--- src/rtl/frac_mul_pkg.sv ---
package frac_mul_pkg;

    typedef enum logic [1:0] {
        MM_UU  = 2'b00,
        MM_SS  = 2'b01,
        MM_SU  = 2'b10,
        MM_RSV = 2'b11
    } mul_mode_t;

    typedef enum logic [1:0] {
        ST_IDLE = 2'b00,
        ST_CALC = 2'b01,
        ST_DONE = 2'b10
    } mul_state_t;

endpackage

--- src/rtl/mul_opnd_ext.sv ---
module mul_opnd_ext #(
    parameter int W = 8
) (
    input  logic [W-1:0]        raw,
    input  logic                sign_en,
    output logic signed [W:0]   ext
);
    // One extra bit lets a single signed multiplier serve all modes.
    always_comb begin
        ext = $signed({sign_en & raw[W-1], raw});
    end
endmodule

--- src/rtl/mul_datapath.sv ---
module mul_datapath #(
    parameter int W = 8
) (
    input  logic [W-1:0]     a,
    input  logic [W-1:0]     b,
    input  logic [1:0]       mode,
    input  logic             frac,
    output logic [2*W-1:0]   res,
    output logic             carry,
    output logic             zero
);
    import frac_mul_pkg::*;

    localparam int PW = 2 * W;
    localparam int XW = 2 * (W + 1);

    logic               sign_a, sign_b;
    logic signed [W:0]  ax, bx;
    logic signed [XW-1:0] full;
    logic [PW-1:0]      raw;

    always_comb begin
        unique case (mul_mode_t'(mode))
            MM_SS:   begin sign_a = 1'b1; sign_b = 1'b1; end
            MM_SU:   begin sign_a = 1'b1; sign_b = 1'b0; end
            MM_UU,
            MM_RSV:  begin sign_a = 1'b0; sign_b = 1'b0; end
            default: begin sign_a = 1'b0; sign_b = 1'b0; end
        endcase
    end

    mul_opnd_ext #(.W(W)) u_ext_a (.raw(a), .sign_en(sign_a), .ext(ax));
    mul_opnd_ext #(.W(W)) u_ext_b (.raw(b), .sign_en(sign_b), .ext(bx));

    always_comb begin
        full  = XW'(ax) * XW'(bx);
        raw   = full[PW-1:0];
        carry = raw[PW-1];
        res   = frac ? {raw[PW-2:0], 1'b0} : raw;
        zero  = (res == '0);
    end
endmodule

--- src/rtl/mul_ctrl.sv ---
module mul_ctrl (
    input  logic clk,
    input  logic rst_n,
    input  logic start,
    output logic accept,
    output logic load_res,
    output logic busy,
    output logic done
);
    import frac_mul_pkg::*;

    mul_state_t state_q, state_d;

    always_ff @(posedge clk or negedge rst_n) begin
        if (!rst_n) state_q <= ST_IDLE;
        else        state_q <= state_d;
    end

    always_comb begin
        state_d = state_q;
        unique case (state_q)
            ST_IDLE: if (start) state_d = ST_CALC;
            ST_CALC: state_d = ST_DONE;
            ST_DONE: state_d = ST_IDLE;
            default: state_d = ST_IDLE;
        endcase
    end

    always_comb begin
        accept   = 1'b0;
        load_res = 1'b0;
        busy     = 1'b1;
        done     = 1'b0;
        unique case (state_q)
            ST_IDLE: begin busy = 1'b0; accept = start; end
            ST_CALC: load_res = 1'b1;
            ST_DONE: done = 1'b1;
            default: busy = 1'b0;
        endcase
    end
endmodule

--- src/rtl/frac_mul8.sv ---
module frac_mul8 #(
    parameter int W = 8
) (
    input  logic           clk,
    input  logic           rst_n,
    input  logic           start,
    input  logic [W-1:0]   opa,
    input  logic [W-1:0]   opb,
    input  logic [1:0]     mode,
    input  logic           frac,
    output logic [2*W-1:0] result,
    output logic           z_flag,
    output logic           c_flag,
    output logic           done
);
    localparam int PW = 2 * W;

    logic          accept, load_res, busy;
    logic [W-1:0]  a_q, b_q;
    logic [1:0]    mode_q;
    logic          frac_q;
    logic [PW-1:0] res_c;
    logic          carry_c, zero_c;

    mul_ctrl u_ctrl (
        .clk(clk), .rst_n(rst_n), .start(start),
        .accept(accept), .load_res(load_res), .busy(busy), .done(done)
    );

    // Stage 1: capture operands on the accepting edge
    always_ff @(posedge clk or negedge rst_n) begin
        if (!rst_n) begin
            a_q    <= '0;
            b_q    <= '0;
            mode_q <= '0;
            frac_q <= 1'b0;
        end else if (accept) begin
            a_q    <= opa;
            b_q    <= opb;
            mode_q <= mode;
            frac_q <= frac;
        end
    end

    mul_datapath #(.W(W)) u_dp (
        .a(a_q), .b(b_q), .mode(mode_q), .frac(frac_q),
        .res(res_c), .carry(carry_c), .zero(zero_c)
    );

    // Stage 2: register product and flags
    always_ff @(posedge clk or negedge rst_n) begin
        if (!rst_n) begin
            result <= '0;
            z_flag <= 1'b0;
            c_flag <= 1'b0;
        end else if (load_res) begin
            result <= res_c;
            z_flag <= zero_c;
            c_flag <= carry_c;
        end
    end
endmodule

--- config.mk ---
export PLATFORM = sky130hd
export DESIGN_NAME = frac_mul8
export DESIGN_NICKNAME = d
export VERILOG_FILES = /design/src/rtl/frac_mul_pkg.sv /design/src/rtl/mul_opnd_ext.sv /design/src/rtl/mul_datapath.sv /design/src/rtl/mul_ctrl.sv /design/src/rtl/frac_mul8.sv
export SDC_FILE = /design/constraint.sdc
export NUM_CORES = 1
export LEC_CHECK = 0
export ABC_AREA = 0
export BUFFER_PORTS_ARGS = -buffer_cell sky130_fd_sc_hd__buf_4
export CAP_MARGIN = 20
export CORE_MARGIN = 8
export CORE_UTILIZATION = 35
export DETAILED_ROUTE_END_ITERATION = 10
export SYNTH_ARGS = -nofsm -noshare
export SYNTH_HDL_FRONTEND = slang
export SYNTH_SLANG_ARGS = --single-unit
--- constraint.sdc ---
create_clock -name clk -period 6.85 [get_ports clk]
set_clock_uncertainty 0.05 [all_clocks]
set_input_delay 0.685 -clock clk [delete_from_list [all_inputs] [get_ports clk]]
set_output_delay 0.685 -clock clk [all_outputs]
set_load 0.1 [all_outputs]
# Yosys cells after proc, flatten, opt, wreduce, memory -nomap -nowiden
# Cells that the tools add are included.
[op_classes]
n_mul = 1
n_eq_ne = 6
n_mux = 8
bitwise_logic = 2
reduce_logical = 6
[op_table]
columns = ["operator", "n"]
rows = [
  ["16-bit zero test", 1],
  ["9-bit by 9-bit multiplier with 16-bit output", 1],
  ["16-bit 2-to-1 mux", 1],
  ["2-bit == test, second input constant", 3],
  ["2-bit by 1-bit == test with 1-bit output, second input constant", 2],
  ["2-bit zero test", 2],
  ["1-bit one-hot mux with 2 select lines", 2],
  ["2-bit one-hot mux with 2 select lines", 1],
  ["2-bit OR reduction", 2],
  ["1-bit 2-to-1 mux", 3],
  ["3-bit OR reduction", 1],
  ["1-bit AND", 2],
  ["2-bit 2-to-1 mux", 1],
  ["2-bit inequality test, second input constant", 1],
]
[totals]
ff_bits = 39
inputBits = 22
elab_cells = 31

# Logic depth before layout (Yosys ltp)
# Gate-level depths: netlist (run 1).
[logic_depth]
depth_word = 7
depth_mapped = 20

# Modules after synthesis
# Synthesis (run 1) repeated with hierarchy kept, for this count alone.
[hier_totals]
hier_cells = 457
area_unflattened_um2 = 4768.3
[modules_own_cells]
columns = ["module", "n_inst", "cells_per_inst", "area_per_inst_um2"]
rows = [
  ["mul_datapath", 1, 349, 2996.6],
  ["frac_mul8", 1, 78, 1480.2],
  ["mul_ctrl", 1, 12, 158.9],
  ["mul_opnd_ext", 2, 9, 66.3],
]

# Worst setup path before layout (run 1)
# No wires, ideal clock.
[synth_timing]
path_type = "reg-to-reg"
start = "reg mode_q[0]"
end = "reg z_flag"
t_arrival_ps = 5357
t_required_ps = 6681
setup_slack_ps = 1324
stages_incl_launch_ff = 19
path_cell_list = "dfrtp_1 > ha_1 > nor2b_1 > nand2_1 > fa_1 > inv_1 > fa_1 > fa_1 > fa_1 > inv_1 > fa_1 > inv_1 > ha_1 > o21a_2 > a2111oi_1 > nor3_1 > a31o_1 > a41o_1 > o21a_1"
[synth_between]
elab_chain_cells = 7
word_cells_on_any_way = 14
cone_classes = "mul (1); eq/ne (3); mux (3); bitwise (2); reduce/logical (5)"
[synth_rtl]
columns = ["item", "line", "text"]
rows = [
  ["from (decl)", "frac_mul8.sv:20", "logic [1:0] mode_q;"],
  ["from (signal assigned)", "frac_mul8.sv:40", "mode_q <= mode;"],
  ["2-bit == test, or another cell as far along", "mul_datapath.sv:23", "unique case (mul_mode_t'(mode))"],
  ["3-bit OR reduction (no source line), or another cell as far along", "--", ""],
  ["1-bit one-hot mux with 2 select lines", "mul_datapath.sv:23", ""],
  ["1-bit AND", "mul_opnd_ext.sv:10", "ext = $signed({sign_en & raw[W-1], raw});"],
  ["9-bit by 9-bit multiplier with 16-bit output *", "mul_datapath.sv:36", "full = XW'(ax) * XW'(bx);"],
  ["16-bit 2-to-1 mux *", "mul_datapath.sv:39", "res = frac ? {raw[PW-2:0], 1'b0} : raw;"],
  ["16-bit zero test *", "mul_datapath.sv:40", "zero = (res == '0);"],
  ["to (signal assigned)", "frac_mul8.sv:58", "z_flag <= zero_c;"],
  ["to (decl)", "frac_mul8.sv:12", "output logic z_flag,"],
]
# Every way passes the cells marked *; elsewhere a longest branch is shown, timed or not.
# A chain may end at the register's enable or synchronous reset.

# Worst setup path after layout (run 1)
# Ends and elaborated chain as after synthesis.

==> flow_metrics.env, run 1 <==
export IMPL_status="finished, final reports clean"
export IMPL_areaGrowthSynthToFinish_pct=13.1
export IMPL_vias=3349
export IMPL_cts_setup_buffers=0
export IMPL_min_path_type="in2async"
export IMPL_ys_flop_type="dfrtp_1"
export IMPL_postCtsHoldBufs=0
export IMPL_via_per_inst=4.92
export IMPL_dr_pass1_iters=4
export IMPL_cp_arrival_ps=5950
export IMPL_die_height_um=130
export IMPL_nets=628
export IMPL_die_w_um=130
export IMPL_coreArea_mm2=0.0127
export IMPL_clk_pin_slew_worst_paths_ps=60
export IMPL_seq_area_frac_synth=0.215
export IMPL_critPathKind="reg2reg"
export IMPL_yosysUniqueCellTypes=53
export IMPL_syn_area_mm2=0.00455
export IMPL_clk_latency_ps=280
export IMPL_drv_slew=0
export IMPL_rsz0062_at_grt="no"
export IMPL_yosys_register_bits=39
export IMPL_cts_buffers_inserted=5
export IMPL_synth_common_cells="inv_1 (84), fa_1 (63), nand2_1 (62)"
export IMPL_rows=41
export IMPL_yosys_warnings=0
export IMPL_hpwlAfterDp_mm=8.11
export IMPL_cap_violations=0
export IMPL_io_pins=41
export IMPL_drt_iter0_markers=112
export IMPL_end_kind="flip-flop"
export IMPL_synth_edf_count=0
export IMPL_synthMostInstantiatedCell="inv_1"
export IMPL_grt_antenna_before_repair=0
export IMPL_start_kind="flip-flop"
export IMPL_grt_pass1_wl_mm=17.3
export IMPL_critPathRequiredTime_ps=6970
export IMPL_wl_per_cell_um=14.6
export IMPL_portBuffers=40
export IMPL_drtAntennaViolNets=0
export IMPL_timing_fmax_mhz=172
export IMPL_synth_area_top_cells="fa_1 (28%), dfrtp_1 (21%), ha_1 (9.4%)"
export IMPL_synthesis_nets=600
export IMPL_place_congestion=0.802
export IMPL_cts_root_buf="clkbuf_16"
export IMPL_dieArea_mm2=0.0169
export IMPL_period_share=0.851
export IMPL_clkSinkCount=39
export IMPL_cts_repair_resized=0
export IMPL_tightest_slew_ps=715
export IMPL_final_hold_viol_count=0
export IMPL_yosys_area_top_type="fa_1"
export IMPL_final_min_clock_period_ps=5830
export IMPL_setup_tns_ps=0
export IMPL_cts_tree="yes"
export IMPL_syn_inst=481
export IMPL_setup_violations=0
export IMPL_grt_pass1_vias=3558
export IMPL_nFillCells=1295
export IMPL_grt_usage=0.128
export IMPL_drc_errors=0
export IMPL_drt_wl_total_mm=9.93
export IMPL_synthesis_area_per_instance_um2=9.45
export IMPL_drive_gt1_frac=0.153
export IMPL_slew_headroom=0.524
export IMPL_overflow=0
export IMPL_antennaDiodeCount=0
export IMPL_htree_levels=2
export IMPL_synth_top_cell_area_share=0.277
export IMPL_clk_path_buf_depth=2
export IMPL_grt_max_degree=40
export IMPL_start_util=0.359
export IMPL_cp_max_fo=7
export IMPL_synthArstFlopShare=1.00
export IMPL_fin_hold_ws_ps=318
-- sequential cells by signal, indices dropped and copies added (netlist names) --
signal	count
z_flag	1
b_q	8
a_q	8
mode_q	2
result	16
u_ctrl.state_q	2
c_flag	1
frac_q	1
-- placed cells by master (no fill, tap or decap), types with 3 or more instances in the layout --
master	synthesis	layout
nor2_1	13	13
nor3_1	3	3
nor4_1	3	3
and2_1	37	37
a21o_1	3	3
mux2i_1	6	6
ha_1	34	34
o21a_1	4	4
o21ai_0	17	17
mux2_2	17	17
a21oi_1	9	9
nor2b_1	6	6
or2_2	3	3
fa_1	63	63
buf_4	0	42
o21ai_1	7	7
inv_1	84	84
dfrtp_1	39	39
nand2_1	62	62
clkbuf_16	0	5
xnor2_1	9	9
-- kinds of logic (layout without fill, tap and decap cells) --
logic type               Yosys count  in the layout  synth area share
XOR/XNOR                          11             11            0.0212
multiplexers                      23             23            0.0553
flip-flops                        39             39             0.215
AND/OR/NAND/NOR                  142            142             0.156
adder cells (fa/ha/maj)           97             97             0.371
AO/OA/AOI/OAI                     62             62            0.0914
buffers and inverters            107            135            0.0903
-- worst max-delay path, cell delays in order, from the launching register on --
cell	delay [ps]
dfrtp_1	390
ha_1	310
nor2b_1	350
nand2_1	200
fa_1	520
inv_1	50
fa_1	520
fa_1	440
fa_1	540
inv_1	50
fa_1	520
inv_1	40
ha_1	340
o21a_2	260
a2111oi_1	460
nor3_1	110
a31o_1	230
a41o_1	220
o21a_1	90
-- metrics by stage --
stage	instances	utilization	setup slack [ps]	area [um^2]
3_3_place_gp	674	0.394	1120	4990
2_1_floorplan	481	-	1320	4550
4_1_cts	681	0.406	1010	5140
6_report	681	0.406	1020	5140
5_1_grt	681	0.406	649	5140
3_5_place_dp	674	0.394	1020	4990
-- final timing paths --
check | startpoint | to | slack, ps | cells after the start
min | rst_n | c_flag$_DFFE_PN0N_ | 320 | 1
max in group asynchronous | rst_n | mode_q[1]$_DFFE_PN0P_ | 6070 | 1
min in group clk | result[9]$_DFFE_PN0N_ | result[9]$_DFFE_PN0N_ | 440 | 2
min reg2reg | result[9]$_DFFE_PN0N_ | result[9]$_DFFE_PN0N_ | 440 | 2
max | mode_q[0]$_DFFE_PN0P_ | z_flag$_DFFE_PN0N_ | 1020 | 18
max reg2reg | mode_q[0]$_DFFE_PN0P_ | z_flag$_DFFE_PN0N_ | 1020 | 18
-- layout make-up --
| type | instances | area, um^2 | share of cell area |
|---|---|---|---|
| sequential | 39 | 976 | 0.190 |
| inverter | 86 | 324 | 0.0630 |
| multi-input combinational | 335 | 3160 | 0.615 |
| clock inverter | 1 | 8.76 | 0.00170 |
| clock buffer | 6 | 139 | 0.0270 |
| tap | 172 | 215 | 0.0418 |
| timing repair buffer | 42 | 315 | 0.0613 |
-- layer usage --
metal	share of wire	GRT usage	vias to the layer above
met1	0.46	0.170	1713
met2	0.50	0.216	56
li1	-	-	1571
met3	0.035	0.0159	9
met4	0.010	0.0301	0
met5	0	0	-
Power of run 1 is not shown: default switching activity piles up to over one toggle a cycle in this logic, so the estimate is an artifact.
==> run 2: changes to the inputs <==
BUFFER_PORTS_ARGS = not set   (was -buffer_cell sky130_fd_sc_hd__buf_4)
CTS_CLUSTER_SIZE = 40   (was not set)
DONT_BUFFER_PORTS = 1   (was not set)
SYNTH_HIERARCHICAL = 1   (was not set)
==> run 2 against run 1 <==
Effect of this change: non-clock buffer count is 42 lower; cell count fell by 11%; core utilization decreased by 3.6 points; critical path type unchanged; critical endpoint is now z_flag$_DFFE_PN0P_; via count is 15% lower; design area is 4.4% lower; synthesized cell count down 5.0%; first-iteration DRC count increased by 7.1%; clock-buffer cell count shrank 1.
==> flow_metrics.env, run 2 <==
export IMPL_vias=2848
export IMPL_htree_levels=2
export IMPL_grt_antenna_before_repair=0
export IMPL_largest_reg_flops=16
export IMPL_yosys_warnings=6
export IMPL_slowest_stage="fa_1"
export IMPL_cp_max_fo=11
export IMPL_synthArstFlopShare=1.00
export IMPL_timing_fmax_mhz=176
export IMPL_min_path_type="in2async"
export IMPL_final_hold_viol_count=0
export IMPL_yosys_area_top_type="fa_1"
export IMPL_drt_iter0_markers=120
export IMPL_portBuffers=0
export IMPL_rows=42
export IMPL_worstReg2RegEnd="z_flag$_DFFE_PN0P_"
export IMPL_hpwlAfterDp_mm=7.66
export IMPL_yosys_register_bits=39
export IMPL_top_register="result"
export IMPL_grt_usage=0.110
export IMPL_clk_path_buf_depth=2
export IMPL_final_min_clock_period_ps=5690
export IMPL_clkSinkCount=39
export IMPL_grt_max_degree=40
export IMPL_reg_largest_list="result x16, a_q x8, b_q x8"
export IMPL_coreArea_mm2=0.0133
export IMPL_tightest_slew_ps=1020
export IMPL_critPathMostFrequentCell="fa_1"
export IMPL_end_kind="flip-flop"
export IMPL_cp_arrival_ps=5860
export IMPL_syn_area_mm2=0.00477
export IMPL_cts_buffers_inserted=5
export IMPL_dr_pass1_iters=4
export IMPL_cts_repair_resized=0
export IMPL_period_share=0.830
export IMPL_synthesis_nets=580
export IMPL_post_route_util=0.370
export IMPL_die_w_um=133
export IMPL_r2r_cells=16
export IMPL_synth_edf_count=0
export IMPL_drtAntennaViolNets=0
export IMPL_postCtsHoldBufs=0
export IMPL_status="finished, final reports clean"
export IMPL_overflow=0
export IMPL_r2r_slack_ps=1160
export IMPL_r2r_start="b_q[7]$_DFFE_PN0P_"
export IMPL_layout_common_cells="inv_1 (76), fa_1 (63), nand2_1 (53)"
export IMPL_drv_slew=0
export IMPL_io_pins=41
export IMPL_areaGrowthSynthToFinish_pct=3.12
export IMPL_final_common_cell="inv_1"
export IMPL_cap_violations=0
export IMPL_place_congestion=0.828
export IMPL_seq_area_frac_synth=0.205
export IMPL_start_util=0.359
export IMPL_clk_pin_slew_worst_paths_ps=60
export IMPL_nFillCells=1324
export IMPL_die_height_um=133
export IMPL_drc_errors=0
export IMPL_drt_wl_total_mm=9.06
export IMPL_yosysUniqueCellTypes=41
export IMPL_synthMostInstantiatedCell="inv_1"
export IMPL_antennaDiodeCount=0
export IMPL_setup_tns_ps=0
export IMPL_critPathRequiredTime_ps=7020
export IMPL_grt_pass1_wl_mm=16.1
export IMPL_cts_setup_buffers=0
export IMPL_setup_violations=0
export IMPL_syn_inst=457
export IMPL_max_stage_delay_ps=570
export IMPL_via_per_inst=4.69
export IMPL_start_kind="flip-flop"
export IMPL_cp_num_buf_inv=1
export IMPL_synth_area_top_cells="fa_1 (26%), dfrtp_1 (20%), ha_1 (10%)"
export IMPL_dieArea_mm2=0.0176
export IMPL_slew_headroom=0.323
export IMPL_cts_root_buf="clkbuf_16"
export IMPL_grt_pass1_vias=3164
export IMPL_drive_gt1_frac=0.135
export IMPL_worstPathCellList="and2_1 -> nand2b_1 -> fa_1 -> fa_1 -> inv_1 -> fa_1 -> fa_1 -> fa_1 -> ha_1 -> and3_1 -> a22o_1 -> o22a_1 -> xnor2_1 -> nand4_1 -> a2111oi_2 -> mux2_2"
export IMPL_wl_per_cell_um=14.9
export IMPL_cp_top_family="adder cells"
export IMPL_critPathKind="reg2reg"
export IMPL_ys_flop_type="dfrtp_1"
export IMPL_synth_common_cells="inv_1 (76), fa_1 (63), nand2_1 (53)"
export IMPL_synth_top_cell_area_share=0.264
export IMPL_rsz0062_at_grt="no"
export IMPL_synthesis_area_per_instance_um2=10.4
export IMPL_cts_tree="yes"
export IMPL_clk_latency_ps=280
export IMPL_nets=553
[run 2: cell count changes in the layout (fill, tap and decap cells not counted), sizes merged, moves of 5 or more]
cell	change
buf	-42
mux2	+28
o21ai	-15
inv	-9
nand2	-9
nor2	-7
mux2i	-5
xnor2	+5
[run 2: worst register-to-register path, cell delays in order, from the launching register on]
cell	delay, ps
dfrtp_1	540
and2_1	430
nand2b_1	130
fa_1	480
fa_1	540
inv_1	50
fa_1	500
fa_1	570
fa_1	420
ha_1	370
and3_1	210
a22o_1	230
o22a_1	210
xnor2_1	300
nand4_1	160
a2111oi_2	230
mux2_2	200
[run 2: worst max path at each step]
stage,from,endpoint,cells after the start
2_1_floorplan,mode_q[0]$_DFFE_PN0P_,result[15]$_DFFE_PN0P_,20
3_3_place_gp,b_q[7]$_DFFE_PN0P_,z_flag$_DFFE_PN0P_,16
3_5_place_dp,b_q[7]$_DFFE_PN0P_,z_flag$_DFFE_PN0P_,16
4_1_cts,b_q[7]$_DFFE_PN0P_,z_flag$_DFFE_PN0P_,16
5_1_grt,mode_q[0]$_DFFE_PN0P_,z_flag$_DFFE_PN0P_,18
6_report,b_q[7]$_DFFE_PN0P_,z_flag$_DFFE_PN0P_,16
[run 2: layer usage]
layer,GRT usage,vias to the layer above,routed length (um)
li1,-,1359,-
met1,0.150,1429,4540
met2,0.171,54,4020
met3,0.0307,6,440
met4,0.0202,0,66
met5,0,-,0
[run 2: cell type report]
class	instances	area (um^2)	share of cell area
sequential	39	976	0.198
clock buffer	5	125	0.0254
tap	176	220	0.0448
multi-input combinational	308	3270	0.664
inverter	76	285	0.0580
clock inverter	3	43.8	0.00891
[run 2: stage by stage]
step                      instance area, um^2  setup WS, ps  hold slack [ps]  instances
after global placement                   4750          1200              341        599
after global routing                     4920           840             32.3        607
final                                    4920          1160             43.8        607
after detailed placement                 4750          1160              341        599
after floorplan                          4770          1380              339        457
after CTS                                4920          1130             34.4        607
[run 2: cell families after synthesis]
group / share of synthesized area
compound gates: 0.0386
xor+xnor: 0.0331
fa+ha+maj: 0.364
buf+inv: 0.110
flops: 0.205
mux: 0.126
simple gates: 0.124
Power of run 2 is left out for the same reason.
==> run 3: changes to the inputs <==
clock period = 4.88 ns   (was 6.85 ns; I/O delays follow)
==> run 3 against run 2 <==
Effect of this change: the flow now finishes with violations (negative setup slack); clock-buffer cell count up 2; flip-flop and latch count unchanged; setup slack worse by 1700 ps; register-to-register slack worse by 1700 ps; design area up 17%; core utilization up 6.4 points; via count up 10%; hold slack better by 250 ps; sequential share of layout area down 2.9 points; highest routed layer unchanged.
==> flow_metrics.env, run 3 (synthesis results as in run 2) <==
export IMPL_max_stage_delay_ps=590
export IMPL_grt_max_degree=40
export IMPL_cp_num_buf_inv=6
export IMPL_worstReg2RegEnd="result[15]$_DFFE_PN0P_"
export IMPL_dieArea_mm2=0.0176
export IMPL_period_share=1.11
export IMPL_critPathRequiredTime_ps=4990
export IMPL_status="finished with violations"
export IMPL_cts_tree="yes"
export IMPL_clk_latency_ps=280
export IMPL_clk_path_buf_depth=2
export IMPL_critPathMostFrequentCell="fa_1"
export IMPL_seq_area_um2=976
export IMPL_tightest_slew_ps=1090
export IMPL_via_per_inst=4.56
export IMPL_grt_util_met2=0.212
export IMPL_slowest_stage="fa_1"
export IMPL_cts_buffers_inserted=5
export IMPL_r2r_slack_ps=-520
export IMPL_critical_path_startpoint="mode_q[1]$_DFFE_PN0P_"
export IMPL_cp_max_fo=6
export IMPL_place_congestion=0.841
export IMPL_clkSinkCount=39
export IMPL_top_register="result"
export IMPL_grt_antenna_before_repair=0
export IMPL_r2r_cells=21
export IMPL_hpwlAfterDp_mm=8.18
export IMPL_grt_use_met1=0.136
export IMPL_fin_ws_ps=-524
export IMPL_die_w_um=133
export IMPL_start_util=0.359
export IMPL_critPathKind="reg2reg"
export IMPL_reg_largest_list="result x16, a_q x8, b_q x8"
export IMPL_drv_slew=0
export IMPL_layout_common_cells="buf_4 (77), inv_1 (73), fa_1 (62)"
export IMPL_slew_headroom=0.275
export IMPL_worstPathCellList="inv_1 -> ha_1 -> inv_1 -> and2_4 -> nand2_2 -> fa_1 -> inv_2 -> fa_1 -> fa_1 -> inv_1 -> fa_1 -> inv_2 -> ha_4 -> ha_4 -> or3_4 -> or2_1 -> o32ai_2 -> xnor2_2 -> buf_4 -> mux2_4 -> mux2_4"
export IMPL_portBuffers=0
export IMPL_cp_top_family="adder cells"
export IMPL_largest_reg_flops=16
export IMPL_final_min_clock_period_ps=5400
export IMPL_io_pins=41
export IMPL_met3_usage=0.0178
export IMPL_r2r_start="mode_q[1]$_DFFE_PN0P_"
export IMPL_end_kind="flip-flop"
export IMPL_rows=42
export IMPL_violations="negative setup slack"
export IMPL_crit_end="result[15]$_DFFE_PN0P_"
export IMPL_nFillCells=1246
export IMPL_final_hold_viol_count=0
export IMPL_min_path_type="in2reg"
export IMPL_grt_usage=0.115
export IMPL_drtAntennaViolNets=0
export IMPL_top_usage_layer="met2"
export IMPL_drive_gt1_frac=0.335
export IMPL_vias=3134
export IMPL_dr_pass1_iters=4
export IMPL_areaGrowthSynthToFinish_pct=20.9
export IMPL_final_common_cell="buf_4"
export IMPL_antennaDiodeCount=0
export IMPL_cp_depth=21
export IMPL_start_kind="flip-flop"
export IMPL_wl_per_cell_um=14.2
export IMPL_rsz0062_at_grt="yes"
export IMPL_grt_pass1_vias=3553
export IMPL_cp_arrival_ps=5520
export IMPL_overflow=0
export IMPL_multi_input_area_mm2=0.00350
export IMPL_drt_iter0_markers=109
export IMPL_cts_root_buf="clkbuf_16"
export IMPL_drt_wl_total_mm=9.76
export IMPL_timing_fmax_mhz=185
export IMPL_fin_hold_ws_ps=297
export IMPL_drc_errors=0
export IMPL_clk_pin_slew_worst_paths_ps=60
export IMPL_nets=633
export IMPL_cap_violations=0
export IMPL_setup_violations=8
export IMPL_htree_levels=2
export IMPL_coreArea_mm2=0.0133
export IMPL_die_height_um=133
export IMPL_grt_pass1_wl_mm=16.9
==> run 3: changes by cell type in the layout (fill, tap and decap cells not counted), sizes merged <==
cell and change:
buf +79, clkinv -2, clkbuf +2, bufinv -1
dlygate4sd3 +1, clkinvlp +1
==> run 3: timing repair <==
item	4_1_cts	5_1_grt
buffers inserted	2	4
setup endpoints to repair	9	10
hold buffers	2	0
hold endpoints to repair	39	0
gates cloned	0	0
pin swaps	14	23
gates resized for setup	16	20
==> run 3: worst min-delay path by stage <==
stage,start,end,cells after the start
2_1_floorplan,rst_n,a_q[0]$_DFFE_PN0P_,0
3_3_place_gp,rst_n,result[12]$_DFFE_PN0P_,0
3_5_place_dp,rst_n,result[12]$_DFFE_PN0P_,0
4_1_cts,opb[3],b_q[3]$_DFFE_PN0P_,1
5_1_grt,opb[3],b_q[3]$_DFFE_PN0P_,1
6_report,opb[3],b_q[3]$_DFFE_PN0P_,1
==> run 3: area by class of cell <==
type	count	share of cell area
timing repair buffer	80	0.107
inverter	76	0.0495
sequential	39	0.169
tap	176	0.0382
multi-input combinational	308	0.608
clock buffer	7	0.0265
clock inverter	1	0.00130
==> run 3: per-stage QoR <==
| step | TNS (ps) | cell area [um^2] | setup slack [ps] | cells | utilization |
|---|---|---|---|---|---|
| global placement | -2640 | 5380 | -426 | 672 | 0.404 |
| finish | -2380 | 5770 | -524 | 687 | 0.434 |
| CTS | -3300 | 5640 | -494 | 684 | 0.424 |
| floorplan | -1020 | 4860 | -331 | 457 | - |
| detailed placement | -3320 | 5380 | -539 | 672 | 0.404 |
| global route | -4230 | 5770 | -722 | 687 | 0.434 |
==> run 3: per-layer routing <==
layer / wire length (um) / part of all wire
met1: 4250 / 0.44
met2: 5140 / 0.53
met3: 260 / 0.027
met4: 107 / 0.011
met5: 0 / 0
Power of run 3 is left out for the same reason.
